--- config.mk ---
export PLATFORM = sky130hd
export DESIGN_NAME = sctl_reg_master
export DESIGN_NICKNAME = d
export VERILOG_FILES = /design/src/rtl/sctl_pkg.sv /design/src/rtl/sctl_phase_timer.sv /design/src/rtl/sctl_seq.sv /design/src/rtl/sctl_tx_shift.sv /design/src/rtl/sctl_rx_capture.sv /design/src/rtl/sctl_reg_master.sv
export SDC_FILE = /design/constraint.sdc
export NUM_CORES = 1
export LEC_CHECK = 0
export BUFFER_PORTS_ARGS = -buffer_cell sky130_fd_sc_hd__buf_2
export CORE_MARGIN = 2
export CORE_UTILIZATION = 55
export CTS_BUF_LIST = sky130_fd_sc_hd__clkbuf_2 sky130_fd_sc_hd__clkbuf_4 sky130_fd_sc_hd__clkbuf_8
export CTS_CLUSTER_DIAMETER = 200
export CTS_CLUSTER_SIZE = 10
export DETAILED_ROUTE_END_ITERATION = 8
export GPL_ROUTABILITY_DRIVEN = 1
export PLACE_DENSITY_LB_ADDON = 0.08
export SETUP_SLACK_MARGIN = 0.05
export SLEW_MARGIN = 20
export SYNTH_ARGS = -nofsm -noshare
export SYNTH_HDL_FRONTEND = slang
export SYNTH_SLANG_ARGS = --single-unit
--- constraint.sdc ---
create_clock -name clk -period 2.4 [get_ports clk]
set_input_delay 0.48 -clock clk [delete_from_list [all_inputs] [get_ports clk]]
set_output_delay 0.48 -clock clk [all_outputs]
set_load 0.01 [all_outputs]
--- src/rtl/sctl_pkg.sv ---
package sctl_pkg;

  localparam int SCTL_OP_W = 8;

  typedef enum logic [1:0] {
    ST_IDLE = 2'd0,
    ST_LOW  = 2'd1,
    ST_HIGH = 2'd2,
    ST_TAIL = 2'd3
  } sctl_state_e;

  // Half period of the serial clock, in system clocks
  function automatic int sctl_half(input int sck_div);
    return (sck_div < 2) ? 1 : sck_div / 2;
  endfunction

  // System clocks from the accepting edge to the done pulse
  function automatic int sctl_frame_cycles(input int half, input int bits);
    return (2 * bits + 1) * half;
  endfunction

  // Command byte for a request
  function automatic logic [SCTL_OP_W-1:0] sctl_pick_op(
    input logic                 rd,
    input logic [SCTL_OP_W-1:0] wr_op,
    input logic [SCTL_OP_W-1:0] rd_op
  );
    return rd ? rd_op : wr_op;
  endfunction

endpackage

--- src/rtl/sctl_phase_timer.sv ---
module sctl_phase_timer #(
  parameter int HALF_CYC = 2
) (
  input  logic clk,
  input  logic rst_n,
  input  logic run,
  output logic phase_end
);

  generate
    if (HALF_CYC <= 1) begin : g_direct
      assign phase_end = run;
    end else begin : g_count
      localparam int CNT_W = $clog2(HALF_CYC);
      localparam logic [CNT_W-1:0] TOP = CNT_W'(HALF_CYC - 1);
      logic [CNT_W-1:0] ph;

      assign phase_end = run && (ph == TOP);

      always_ff @(posedge clk) begin
        if (!rst_n) begin
          ph <= '0;
        end else if (!run || phase_end) begin
          ph <= '0;
        end else begin
          ph <= ph + 1'b1;
        end
      end
    end
  endgenerate

endmodule

--- src/rtl/sctl_seq.sv ---
module sctl_seq
  import sctl_pkg::*;
#(
  parameter int FRAME_W = 32
) (
  input  logic        clk,
  input  logic        rst_n,
  input  logic        start,
  input  logic        phase_end,
  output sctl_state_e state,
  output logic        cs_n,
  output logic        sclk,
  output logic        done,
  output logic        rise_evt,
  output logic        fall_evt,
  output logic        finish_evt
);

  localparam int BIT_W = $clog2(FRAME_W);
  localparam logic [BIT_W-1:0] LAST_BIT = BIT_W'(FRAME_W - 1);

  logic [BIT_W-1:0] bitcnt;
  logic             last_bit;

  assign last_bit   = (bitcnt == LAST_BIT);
  assign rise_evt   = (state == ST_LOW)  && phase_end;
  assign fall_evt   = (state == ST_HIGH) && phase_end && !last_bit;
  assign finish_evt = (state == ST_TAIL) && phase_end;

  always_ff @(posedge clk) begin
    if (!rst_n) begin
      state  <= ST_IDLE;
      cs_n   <= 1'b1;
      sclk   <= 1'b0;
      done   <= 1'b0;
      bitcnt <= '0;
    end else begin
      done <= 1'b0;
      unique case (state)
        ST_IDLE: begin
          if (start) begin
            state  <= ST_LOW;
            cs_n   <= 1'b0;
            bitcnt <= '0;
          end
        end
        ST_LOW: begin
          if (phase_end) begin
            sclk  <= 1'b1;
            state <= ST_HIGH;
          end
        end
        ST_HIGH: begin
          if (phase_end) begin
            sclk <= 1'b0;
            if (last_bit) begin
              state <= ST_TAIL;
            end else begin
              bitcnt <= bitcnt + 1'b1;
              state  <= ST_LOW;
            end
          end
        end
        ST_TAIL: begin
          if (phase_end) begin
            cs_n  <= 1'b1;
            done  <= 1'b1;
            state <= ST_IDLE;
          end
        end
        default: state <= ST_IDLE;
      endcase
    end
  end

endmodule

--- src/rtl/sctl_tx_shift.sv ---
module sctl_tx_shift #(
  parameter int FRAME_W = 32
) (
  input  logic               clk,
  input  logic               rst_n,
  input  logic               load,
  input  logic [FRAME_W-1:0] frame,
  input  logic               shift,
  input  logic               clear,
  output logic               mosi
);

  logic [FRAME_W-1:0] sr;

  assign mosi = sr[FRAME_W-1];

  always_ff @(posedge clk) begin
    if (!rst_n) begin
      sr <= '0;
    end else if (load) begin
      sr <= frame;
    end else if (clear) begin
      sr <= '0;
    end else if (shift) begin
      sr <= {sr[FRAME_W-2:0], 1'b0};
    end
  end

endmodule

--- src/rtl/sctl_rx_capture.sv ---
module sctl_rx_capture #(
  parameter int DATA_W = 16
) (
  input  logic              clk,
  input  logic              rst_n,
  input  logic              start,
  input  logic              start_rd,
  input  logic              sample,
  input  logic              miso,
  input  logic              finish,
  output logic [DATA_W-1:0] rd_data
);

  logic [DATA_W-1:0] rx;
  logic              is_rd;

  always_ff @(posedge clk) begin
    if (!rst_n) begin
      rx      <= '0;
      is_rd   <= 1'b0;
      rd_data <= '0;
    end else begin
      if (start) begin
        is_rd <= start_rd;
      end
      if (sample) begin
        rx <= {rx[DATA_W-2:0], miso};
      end
      if (finish && is_rd) begin
        rd_data <= rx;
      end
    end
  end

endmodule

--- src/rtl/sctl_reg_master.sv ---
module sctl_reg_master
  import sctl_pkg::*;
#(
  parameter int          ADDR_W  = 8,
  parameter int          DATA_W  = 16,
  parameter int          SCK_DIV = 4,
  parameter logic [7:0]  WR_OP   = 8'h02,
  parameter logic [7:0]  RD_OP   = 8'h03
) (
  input  logic              clk,
  input  logic              rst_n,
  input  logic              req_valid,
  input  logic              req_rd,
  input  logic [ADDR_W-1:0] req_addr,
  input  logic [DATA_W-1:0] req_wdata,
  output logic              busy,
  output logic              done,
  output logic [DATA_W-1:0] rd_data,
  output logic              sc_cs_n,
  output logic              sc_clk,
  output logic              sc_mosi,
  input  logic              sc_miso
);

  localparam int HALF_CYC = sctl_half(SCK_DIV);
  localparam int FRAME_W  = SCTL_OP_W + ADDR_W + DATA_W;

  sctl_state_e        state;
  logic               start_evt;
  logic               phase_end;
  logic               rise_evt;
  logic               fall_evt;
  logic               finish_evt;
  logic [FRAME_W-1:0] frame_word;

  assign busy      = (state != ST_IDLE);
  assign start_evt = req_valid && !busy;
  assign frame_word = {sctl_pick_op(req_rd, WR_OP, RD_OP), req_addr,
                       req_rd ? {DATA_W{1'b0}} : req_wdata};

  sctl_phase_timer #(.HALF_CYC(HALF_CYC)) u_timer (
    .clk       (clk),
    .rst_n     (rst_n),
    .run       (busy),
    .phase_end (phase_end)
  );

  sctl_seq #(.FRAME_W(FRAME_W)) u_seq (
    .clk        (clk),
    .rst_n      (rst_n),
    .start      (start_evt),
    .phase_end  (phase_end),
    .state      (state),
    .cs_n       (sc_cs_n),
    .sclk       (sc_clk),
    .done       (done),
    .rise_evt   (rise_evt),
    .fall_evt   (fall_evt),
    .finish_evt (finish_evt)
  );

  sctl_tx_shift #(.FRAME_W(FRAME_W)) u_tx (
    .clk   (clk),
    .rst_n (rst_n),
    .load  (start_evt),
    .frame (frame_word),
    .shift (fall_evt),
    .clear (finish_evt),
    .mosi  (sc_mosi)
  );

  sctl_rx_capture #(.DATA_W(DATA_W)) u_rx (
    .clk      (clk),
    .rst_n    (rst_n),
    .start    (start_evt),
    .start_rd (req_rd),
    .sample   (rise_evt),
    .miso     (sc_miso),
    .finish   (finish_evt),
    .rd_data  (rd_data)
  );

endmodule

==> Yosys cells after proc, flatten, opt, wreduce, memory -nomap -nowiden <==
Cells that the tools add are included.
{ "classes": {"addsub": 2, "n_eq_ne": 9, "muxes": 21, "bitwise_logic": 1, "n_reduce_logical": 22} }
{ "op_table": {"columns": ["operator", "count"], "rows": [
  ["two-way mux 32 bit", 3],
  ["two-way mux 16 bit", 1],
  ["two-way mux 5 bit", 3],
  ["two-way mux 2 bit", 5],
  ["one-hot mux 5 bit (2 select lines)", 1],
  ["one-hot mux 2 bit (4 select lines)", 1],
  ["AND reduction 4 bit", 2],
  ["nonzero test 2 bit", 4],
  ["logical AND 1 bit", 7],
  ["!= test 2 x 1 -> 1 bit (second input constant)", 3],
  ["AND reduction 3 bit", 2],
  ["adder 5 x 1 -> 5 bit (second input constant)", 1],
  ["== test 5 bit (second input constant)", 1],
  ["two-way mux 1 bit", 5],
  ["== test 2 bit (second input constant)", 2],
  ["!= test 2 bit (second input constant)", 2],
  ["one-hot mux 1 bit (2 select lines)", 2],
  ["nonzero test 3 bit", 1],
  ["== test 2 x 1 -> 1 bit (second input constant)", 1],
  ["zero test 1 bit", 2],
  ["zero test 2 bit", 1],
  ["AND reduction 2 bit", 1],
  ["OR reduction 2 bit", 1],
  ["adder 1 bit (second input constant)", 1],
  ["other kinds (2)", 2]
]} }
{ "word_totals": {"regBits": 76, "output_inout_bits": 21} }

==> Longest topological paths before layout <==
{ "depth": {"ltp_word": 7, "depth_mapped": 9, "depth_no_buf": 7} }

==> Hierarchy <==
From an unflattened synthesis, not the netlist that was laid out.
{ "hier_totals": {"cells_unflattened": 384, "area_unflattened_um2": 3353.2} }
{ "modules_own_cells": {"columns": ["module", "n_inst", "cells_per_inst", "area_each_um2", "seq_area_each_um2"], "rows": [
  ["sctl_tx_shift", 1, 177, 1352.5, 640.6],
  ["sctl_rx_capture", 1, 128, 1325.0, 660.6],
  ["sctl_seq", 1, 55, 474.2, 200.2],
  ["sctl_reg_master", 1, 21, 165.2, 0.0],
  ["sctl_phase_timer", 1, 3, 36.3, 20.0]
]} }

==> Least setup slack after synthesis <==
OpenSTA, ideal clock, no wires.
{ "synth_timing": {"kind": "register to register", "from": "reg u_seq.bitcnt[0]", "to": "reg u_tx.sr[10]", "setup_ns": 0.116, "t_arrival_ns": 1.698, "slack_ns": 0.586, "path_stages_with_launch": 10, "path_buffers": 2, "cell_sequence": "dfxtp_1 > ha_1 > and3_1 > ha_1 > nand4bb_4 > buf_6 > buf_6 > nor2_1 > a2bb2oi_1 > nor2_1"} }
{ "synth_via": {"elab_chain_cells": 4} }
{ "synth_rtl": {"columns": ["element", "line", "source"], "rows": [
  ["start: declaration", "sctl_seq.sv:22", "logic [BIT_W-1:0] bitcnt;"],
  ["start signal: assignment", "sctl_seq.sv:59", "bitcnt <= bitcnt + 1'b1;"],
  ["== test 5 bit", "sctl_seq.sv:25", "assign last_bit = (bitcnt == LAST_BIT);"],
  ["zero test 1 bit", "sctl_seq.sv:27", "assign fall_evt = (state == ST_HIGH) && phase_end && !last_bit;"],
  ["logical AND 1 bit", "sctl_seq.sv:27", null],
  ["nonzero test 3 bit (no line)", null, null],
  ["end signal: assignment", "sctl_tx_shift.sv:21", "sr <= frame;"],
  ["end signal: assignment", "sctl_tx_shift.sv:25", "sr <= {sr[FRAME_W-2:0], 1'b0};"],
  ["end: declaration", "sctl_tx_shift.sv:13", "logic [FRAME_W-1:0] sr;"]
]} }
Every way passes these cells.
A chain may end at the register's enable or synchronous reset.

==> Worst setup path in the final report <==
{ "layout_timing": {"from": "reg u_seq.bitcnt[0]", "to": "reg u_tx.sr[8]"} }
The elaborated chain is that of the path after synthesis.

==> summary by stage <==
Status
The flow ran to the end, and the final reports show no timing, DRC or antenna violations.

Yosys
The netlist uses between 40 and 50 different library cells. The average instance in the mapped netlist occupies between 8 and 9 sq um. The largest total area in the synthesized netlist belongs to dfxtp_1. The area share of the leading cell type in the synthesized netlist is 47.00%. Yosys attributes the largest share of cell area to dfxtp_1, nand2_1, nor2_1, a21oi_1, a2bb2oi_1. Ranked by instance count, the synthesized netlist is headed by nand2_1, dfxtp_1, nor2_1. The yosys synthesis warning count is 0.

For this run, asynchronously set or reset flops after synthesis account for 0%. The area of the mapped netlist is 3237 sq um. nand2_1 is the most common cell in the netlist. Synthesis produced a netlist with a net count of approximately 410. The number of register bits inferred by synthesis is 76. The number of standard cells after synthesis is 376. The number of synthesized flops with an enable pin is 0. The fraction of the yosys area taken by sequential cells is between 40% and 50%.

The most used flip-flop cell after synthesis is dfxtp_1.

Global routing
In the global route stage, overall resource usage came out at approximately a quarter. The maximum number of pins on one net before global-route repair is 32. The first global-routing pass estimated 11.84 mm of wire. The via count of the first global-routing pass is between 2000 and 3000. The number of antenna violations at the first check in global routing is 0. Global routing finished with a remaining overflow of 0.

Clock network
The number of buffers inserted for hold repair after clock tree synthesis is 0. The number of gates resized after CTS was 0. The depth of the CTS H-tree is 3. The clock passes through at most 2 buffers.

The clock tree from TritonCTS is done. The CTS sink count is 76. After clock tree synthesis, the clock-pin slew on the worst setup and hold paths is roughly 80 ps.

The later pin in the worst-skew pair is clocked with a latency of between 300 and 400 ps. Once the clock tree was built, the setup fixing pass inserted 0 buffers. The total CTS buffers is 9. The cell at the root of the clock tree is clkbuf_8.

Power
The switching share of power is a little under a third. The analysis attributes to cell leakage a power of 1.508 nW. The sequential cell fraction of total power is 44.5%. Across the VDD grid, the largest voltage drop is about 0.74 mV.

The total power density per cell area is 933.9 nW/um^2. Cell internal power was estimated by the tool at roughly 2.4 mW. The power spent charging and discharging nets is 1.081 mW.

The combinational power share is between 20% and 30%. The part of the total power dissipated in the clock network is a little under a third.

STA
The worst path uses around 84% of the clock period. Setup total negative slack on the finished layout was measured at 0 ps. The relative slew slack is 63.17%. The total setup violations reported at the end of the flow is 0. The hold violation total from the final report was 0. For the final database, setup skew stands at ~10 ps. Hold is met by approximately 370 ps. Static timing analysis puts the maximum clock frequency at a little under 500 MHz. The final setup slack of the worst path is between 300 and 400 ps. The shortest period the worst path allows is 2028 ps. Setup repair after global routing left no endpoint under its margin. The number of slew-limit violations in the final report was 0. The transition at the pin with the smallest max-transition slack is roughly 550 ps.

Job
The number of max-capacitance violations reported is 0.

Route
The number of nets with antenna violations after detailed routing is 0. After detailed routing, the number of vias per cell comes to approximately 5.4. After detailed routing, the average wire length per cell comes to 13.97 microns. For this block, the initial DRC count from the detailed router was around 120. Detailed routing inserted a total of between 2000 and 3000 vias. The total wirelength of the detailed-routed design is between 6 and 7 mm. The final routed DRC violation total is 0. The first-pass iteration count of the detailed router is 4.

Worst setup path
In this design, the stage delay of the slowest critical-path cell is 350 ps. Together, buffers and inverters on the worst path number 1. Among all stages on the critical path, the largest delay is contributed by dfxtp_1. The top fanout value on the critical path is 16. The data required time of the worst path is 2640 ps. The critical path launch point type is a flop. Data arrives at the worst endpoint at between 2000 and 2500 ps. On the critical path the largest part of the delay comes from simple AND/OR/NAND/NOR gates.

The critical path goes through ha_1 -> and3_1 -> ha_1 -> nand4bb_4 -> buf_4 -> nor2_1 -> a2bb2oi_1 -> nor2_1. The critical path is of the flop to flop type. The worst setup path is captured at a flop.

Cells and area
Relative to the synthesized area, the layout overhead comes to 13.65%. Of the cells placed in the final design, the portion with a size suffix greater than 1 is approximately a fifth. The repair_antennas step left the layout with diodes totalling 0. The summed area of non-filler cells in the final layout is between 3000 and 4000 sq um.

At the end of the flow, the number of nets in the layout was 455. The utilization after layout is between 60% and 70%.

Floorplanning
The I/O pin total is 50. In this run the horizontal extent of the chip is between 80 and 90 microns. The initialized floorplan defines 27 standard-cell rows. From bottom edge to top edge, the die measures between 80 and 90 microns. The initial standard-cell utilization of the core is 57.72%. In this run the standard cell core region covers 5608 sq um. The die covers 6515 sq um.

Place
The setup slack at placement is 394.5 ps. Routability-driven placement finished with a final weighted congestion of between 0.7 and 0.8. Input and output buffers added on the ports amount to slightly below 50. The cell area after placement is roughly 3500 sq um.

Once detailed placement completed, the half-perimeter wirelength came to around 4.5 mm.

Min path
The class of the tightest hold or removal check is input pin to flop.
==> layout make-up <==
type / instances / area [sq um]
Clock buffer: 9 / 123.9
Clock inverter: 7 / 91.34
Fill cell: 512 / 1929
Inverter: 4 / 15.01
Multi-Input combinational cell: 270 / 1524
Sequential cell: 76 / 1521
Tap cell: 72 / 90.09
Timing Repair Buffer: 58 / 312.8
==> kinds of logic (layout without fill, tap and decap cells) <==
| family | Yosys count | after routing | synth area share (%) |
|---|---|---|---|
| AND/OR/NAND/NOR | 150 | 150 | 20.80 |
| AO/OA/AOI/OAI | 108 | 108 | 22.03 |
| flip-flops | 76 | 76 | 47.00 |
| buffers and inverters | 30 | 78 | 5.914 |
| adder cells (fa/ha/maj) | 7 | 7 | 2.706 |
| multiplexers | 4 | 4 | 1.276 |
| XOR/XNOR | 1 | 1 | 0.2706 |
==> through the flow <==
| stage | power [mW] | cells |
|---|---|---|
| floorplan | 2.216 | 376 |
| global placement | 2.367 | 480 |
| detailed placement | 2.387 | 480 |
| CTS | 3.452 | 496 |
| global route | 3.625 | 496 |
| finish | 3.435 | 496 |
==> metal layers <==
layer  track usage, %  vias up  routed length, microns
met3            6.180        8                     249
met5                0        -                       0
met2            39.58       50                    3264
met4            7.627        0                      68
li1                 -     1358                       -
met1            29.32     1267                    3346
==> power groups by stage <==
stage	logic, mW	registers [mW]	clock network, mW
3_3_place_gp	0.823	1.54	0
6_report	0.851	1.53	1.06
4_1_cts	0.852	1.52	1.08
3_5_place_dp	0.837	1.55	0
2_1_floorplan	0.690	1.53	0
5_1_grt	0.949	1.54	1.13
==> path summary, 6_finish.rpt <==
path / to / slack [ps] / from / depth (start not counted)
max: u_tx.sr[8] / 370 / u_seq.bitcnt[0] / 8
min: u_tx.sr[19] / 370 / req_addr[3] / 3
max reg2reg: u_tx.sr[8] / 370 / u_seq.bitcnt[0] / 8
min reg2reg: u_rx.rd_data[11] / 450 / u_rx.rd_data[11] / 2
==> tightest hold or removal path: stages <==
cell	delay [ps]
buf_2	80
nand3_1	50
o21ai_1	70
==> layout by cell type (no fill, tap or decap), types with 2 or more instances in the layout <==
cell | Yosys | final
nand2_1 | 78 | 78
dfxtp_1 | 76 | 76
buf_2 | 4 | 49
nor2_1 | 45 | 45
a21oi_1 | 29 | 29
o21ai_0 | 20 | 20
a2bb2oi_1 | 15 | 15
a22oi_1 | 14 | 14
a21boi_0 | 14 | 14
clkbuf_8 | 0 | 9
buf_4 | 5 | 9
ha_1 | 7 | 7
nor2b_1 | 5 | 5
a21boi_1 | 5 | 5
inv_1 | 4 | 4
nand2b_1 | 4 | 4
and3_1 | 3 | 3
mux2i_1 | 3 | 3
clkinv_2 | 0 | 3
o21a_1 | 2 | 2
and2_1 | 2 | 2
nand3_1 | 2 | 2
o21ai_1 | 2 | 2
nor3b_1 | 2 | 2
bufinv_16 | 0 | 2
==> registers in the layout (all words and copies together), names as in the netlist <==
register	count
u_timer.g_count.ph	1
u_seq.done	1
u_seq.state	2
u_tx.sr	32
u_seq.cs_n	1
u_rx.rx	16
u_seq.bitcnt	5
u_rx.is_rd	1
u_rx.rd_data	16
u_seq.sclk	1
Power figures use the tool's default switching activity.
